$ cat src/rtl/odd_par_pkg.sv
package odd_par_pkg;
    parameter int DATA_W = 8;
    parameter int CTL_W  = 2;

    typedef enum logic [1:0] {
        COV_OFF  = 2'b00,
        COV_MID  = 2'b01,
        COV_HIGH = 2'b10,
        COV_OFF2 = 2'b11
    } cov_e;

    typedef enum logic [1:0] {
        SPAN_NONE = 2'b00,
        SPAN_DATA = 2'b01,
        SPAN_FULL = 2'b10
    } span_e;

    typedef struct packed {
        logic err;
        logic sticky;
    } st_t;
endpackage

$ cat src/rtl/odd_par_calc.sv
module odd_par_calc
    import odd_par_pkg::*;
#(
    parameter int DW = DATA_W,
    parameter int CW = CTL_W
) (
    input  logic [DW-1:0] data,
    input  logic [CW-1:0] ctl,
    input  logic          par,
    input  span_e         span,
    output logic          bad
);
    localparam int TW = DW + CW;
    logic [TW-1:0] word;
    logic [TW-1:0] acc;
    logic data_x, full_x;

    assign word = {ctl, data};

    genvar i;
    generate
        for (i = 0; i < TW; i++) begin : g_chain
            if (i == 0) begin : g_first
                assign acc[i] = word[i];
            end else begin : g_rest
                assign acc[i] = acc[i-1] ^ word[i];
            end
        end
    endgenerate

    assign data_x = acc[DW-1] ^ par;
    assign full_x = acc[TW-1] ^ par;

    always_comb begin
        unique case (span)
            SPAN_DATA: bad = ~data_x;
            SPAN_FULL: bad = ~full_x;
            default:   bad = 1'b0;
        endcase
    end
endmodule

$ cat config.mk
export PLATFORM = sky130hd
export DESIGN_NAME = odd_par_calc
export DESIGN_NICKNAME = d
export VERILOG_FILES = /design/src/rtl/odd_par_pkg.sv /design/src/rtl/odd_par_calc.sv
export SDC_FILE = /design/constraint.sdc
export NUM_CORES = 1
export LEC_CHECK = 0
export ABC_CLOCK_PERIOD_IN_PS = 1800
export BUFFER_PORTS_ARGS = -buffer_cell sky130_fd_sc_hd__buf_2
export CORE_AREA = 5 5 42 44
export DETAILED_ROUTE_END_ITERATION = 16
export DIE_AREA = 0 0 47 49
export GPL_TIMING_DRIVEN = 0
export PLACE_DENSITY = 0.47
export SLEW_MARGIN = 20
export SYNTH_ARGS = -nofsm -noshare
export SYNTH_HDL_FRONTEND = slang
export SYNTH_SLANG_ARGS = --single-unit
$ cat constraint.sdc
create_clock -name vclk -period 1.8
set_input_delay 0.36 -clock vclk [all_inputs]
set_output_delay 0.36 -clock vclk [all_outputs]
set_load 0.005 [all_outputs]
==> results of run 1 <==
[critical path, stage by stage]
cell       delay [ps]
buf_6             100
xnor2_2           140
xnor3_2           480
mux2_4            320
o2111ai_2          60
buf_2             140
[power breakdown]
part	internal (mW)	switching [mW]	total, mW
clock network	0	0	0
logic	0.0675	0.0413	0.109
registers	0	0	0
[metal layers]
layer	vias up	GRT usage	part of all wire
met5	-	0	0
met4	0	0	0
met3	0	0.00369	0.20
met2	14	0.0588	0.37
met1	88	0.0637	0.43
li1	110	-	-
[cell type report]
class                           count  area, µm²  share of cell area
Timing Repair Buffer               15       83.8               0.248
Inverter                            2       7.51              0.0222
Tap cell                           16       20.0              0.0593
Multi-Input combinational cell     20        226               0.670
[synth_stat cells]
master     count  area share
nor3_1         2       0.045
ha_1           2        0.11
o2111ai_1      1       0.040
nand2b_1       1       0.028
nand3b_1       1       0.034
inv_1          2       0.034
nor2b_1        1       0.028
xor3_1         1        0.11
xnor3_1        1        0.10
nand4b_1       1       0.040
xnor3_2        1        0.11
nand3_1        2       0.045
xnor2_1        3        0.12
mux2_4         1       0.068
xor2_1         1       0.040
mux2i_1        1       0.045
[through the flow]
stage / TNS (ps) / worst slack (ps) / cell area, µm² / instances / utilization
after floorplan: 0 / 96.7 / 220 / 22 / -
after global placement: -206 / -206 / 310 / 52 / 0.221
after detailed placement: -187 / -187 / 310 / 52 / 0.221
after CTS: -173 / -173 / 338 / 53 / 0.241
after global routing: -225 / -225 / 338 / 53 / 0.241
final: -160 / -160 / 338 / 53 / 0.241
[cells by family after synthesis]
family,after synthesis,share of synthesized area
adders and majority gates,2,0.114
xor gates and xnor gates,7,0.477
and+or+nand+nor,8,0.222
AOI/OAI and AO/OA,1,0.0398
buffers and inverters,2,0.0341
muxes,2,0.114
[worst paths after layout]
| check | start | end | slack [ps] | cells past startpoint |
|---|---|---|---|---|
| setup / recovery | data[7] | bad | -160 | 6 |
| hold / removal | span[0] | bad | 1300 | 5 |
[repair_timing]
item                                   4_1_cts  5_1_grt
pin swaps                                    2        1
hold buffers                                 0        0
setup endpoints to repair                    1        1
cloned                                       0        0
buffers inserted                             1        0
resized for setup                            3        0
endpoints found under the hold margin        0        0
==> results.toml, run 1 <==
[detailed_routing]
drtIter0Drc = 5
vias_per_cell = 4.00
ant_nets = 0
wire_per_inst_um = 9.06
via_count = 212
drt-total-wl_um = 480
drc_errors = 0
drt_pass1_iterations = 2

[finish]
n_clock_buffer = 0
drive_above_1_share = 0.514
nFlopsAndLatches = 0
seqCellArea_um2 = 0
final_common_cell = "buf_2"
fillers = 161
syn2layout_area_growth_pct = 53.4
nNetsFinal = 54
diodes = 0

[timing]
final-setup-viol-count = 1
period_share = 1.09
holdWs_ps = 1300
grt_setup_unrepaired = "true"
setup_ws_ps = -160
max_slew_margin = 0.800
hold_violations = 0
max_freq_ghz = 0.510
slew_viol_final = 0
worstMarginPinSlew_ps = 298
period_minus_slack_ps = 1960

[worst_setup_path]
crit_fanout = 4
startpoint_type = "primary input"
crit_path_end_kind = "output port"
required_ps = 1440
crit_arrival_ps = 1600
path_class = "primary input to output port"

[global_route]
grt_pass1_vias = 211
antenna_found_initial = 0
grt_overflow = 0
grt_max_degree = 5
grt_use_total = 0.0394
grt_pass1_wl_um = 759

[yosys]
syn_nets = 37
yosys_warnings = 0
syn-cell-area_um2 = 220
syn_area_per_cell_um2 = 10.0
yosysSeqAreaShare = 0
syn_inst = 22
ys_types = 16

[die]
initial_core_util = 0.157
dieArea_um2 = 2300
io_pins = 14
core-area_um2 = 1400
die_width_um = 47
die_y_um = 49
num_rows = 14

[outcome]
status = "complete, but fails checks"
failed_checks = "setup timing"

[power]
p_total_mw = 0.109
ir_drop_uv = 92.7
cellLeakagePower_nw = 0.181
power.density_nw_per_um2 = 322

[placed_design]
portBuffers = 14
gp_congestion = 0.633

[flow_run]
drv_cap = 0

[worst_hold_path]
worstHoldPathType = "primary input to output port"
Note: power is estimated with default switching activity, not from simulation.
==> inputs of run 2 (changes only) <==
--- a/config.mk
+++ b/config.mk
@@ -7,11 +7,13 @@
 export LEC_CHECK = 0
 export ABC_CLOCK_PERIOD_IN_PS = 1800
 export BUFFER_PORTS_ARGS = -buffer_cell sky130_fd_sc_hd__buf_2
+export CELL_PAD_IN_SITES_DETAIL_PLACEMENT = 1
+export CELL_PAD_IN_SITES_GLOBAL_PLACEMENT = 2
 export CORE_AREA = 5 5 42 44
 export DETAILED_ROUTE_END_ITERATION = 16
 export DIE_AREA = 0 0 47 49
 export GPL_TIMING_DRIVEN = 0
-export PLACE_DENSITY = 0.47
+export PLACE_DENSITY = 0.69
 export SLEW_MARGIN = 20
 export SYNTH_ARGS = -nofsm -noshare
 export SYNTH_HDL_FRONTEND = slang
==> run 2 against run 1 <==
The flow still finishes with violations (setup timing); hold slack better by 2.2 ps; via count grew 5.7%; critical endpoint unchanged; count of clock-buffer cells in the layout did not move.
==> results.toml, run 2 (same netlist as run 1, synthesis figures left out) <==
[timing]
max_freq_ghz = 0.512
period_minus_slack_ps = 1950
period_share = 1.08
grt_setup_unrepaired = "true"
setup-tns-final_ps = -153
setup_ws_ps = -153
hold_violations = 0
max_slew_margin = 0.765
slew_viol_final = 0
worstMarginPinSlew_ps = 351
final-setup-viol-count = 1
holdWs_ps = 1300

[worst_setup_path]
path_class = "primary input to output port"
startpoint_type = "primary input"
crit_chain = "buf_6 -> xnor2_2 -> xnor3_2 -> mux2_4 -> o2111ai_2 -> buf_2"
cp.buffers_inverters = 2
path_delay_family = "XOR/XNOR gates"
slowest_delay_ps = 480
crit_arrival_ps = 1590
crit_fanout = 3
crit_path_end_kind = "output port"
critPathSlowestCell = "xnor3_2"
path_depth = 6
required_ps = 1440

[power]
p_clk_frac = 0
power.internal_mw = 0.0735
power.density_nw_per_um2 = 336
p_total_mw = 0.118
switching_share = 0.375
p_comb_frac = 1.000
cellLeakagePower_nw = 0.185
power_switching_mw = 0.0441
seq_power_share = 0
ir_drop_uv = 99.9

[global_route]
grt_pass1_wl_um = 910
antenna_found_initial = 0
grt_max_degree = 5
grt_pass1_vias = 234
grt_use_total = 0.0471
grt_overflow = 0

[finish]
nFlopsAndLatches = 0
fillers = 174
syn2layout_area_growth_pct = 59.1
final_common_cell = "buf_2"
final_cell_mix = "12 x buf_2, 3 x buf_6"
nNetsFinal = 54
multi_input_area_um2 = 229
n_clock_buffer = 0
seqCellArea_um2 = 0
drive_above_1_share = 0.541
diodes = 0

[detailed_routing]
ant_nets = 0
drtIter0Drc = 0
drc_errors = 0
drt_pass1_iterations = 1
drt-total-wl_um = 533
vias_per_cell = 4.23
wire_per_inst_um = 10.1
via_count = 224

[worst_hold_path]
worstHoldPathType = "primary input to output port"
whs_path_depth = 5

[die]
num_rows = 14
initial_core_util = 0.157
core-area_um2 = 1400
die_width_um = 47
io_pins = 14
die_y_um = 49
dieArea_um2 = 2300

[flow_run]
drv_cap = 0

[outcome]
failed_checks = "setup timing"
status = "complete, but fails checks"

[placed_design]
portBuffers = 14
hpwl_um = 467
gp_congestion = 0.626

[clock_tree]
ctsHoldBuffers = 0
-- run 2: cell counts in the layout (fill, tap and decap cells not counted) --
No cell type changed its count.
-- run 2: timing repair --
action | CTS | global route
setup buffers | 1 | 0
pin swaps | 2 | 1
endpoints found under the hold margin | 0 | 0
setup endpoints to repair | 1 | 1
resized for setup | 4 | 2
-- run 2: layout make-up --
type,instances,share of cell area
well taps,16,0.0571
repair buffers,15,0.268
inverters,2,0.0214
multi-input cells,20,0.654
-- run 2: power groups by stage --
stage | Clock, mW | Sequential (mW) | Combinational [mW]
floorplan | 0 | 0 | 0.0652
global placement | 0 | 0 | 0.0936
CTS | 0 | 0 | 0.117
detailed placement | 0 | 0 | 0.0942
global route | 0 | 0 | 0.129
finish | 0 | 0 | 0.118
-- run 2: per-layer routing --
layer / wire length, µm / up-vias / share of wire / global-route usage
li1: - / 111 / - / -
met1: 244 / 99 / 0.46 / 0.0655
met2: 217 / 14 / 0.41 / 0.0792
met3: 70 / 0 / 0.13 / 0.00738
met4: 0 / 0 / 0 / 0
met5: 0 / - / 0 / 0
-- run 2: stage by stage --
step	cell area [µm²]	utilization	instances	setup slack (ps)
2_1_floorplan	220	-	22	96.7
3_3_place_gp	310	0.221	52	-198
3_5_place_dp	310	0.221	52	-191
4_1_cts	342	0.244	53	-175
5_1_grt	350	0.250	53	-198
6_report	350	0.250	53	-153
-- run 2: path summary, 6_finish.rpt --
kind     from  end
max   data[7]  bad
min   span[0]  bad
-- run 2: tightest hold or removal path, cell delays in order --
cell,delay (ps)
buf_2,90
ha_1,160
nand4b_1,120
o2111ai_2,100
buf_2,110
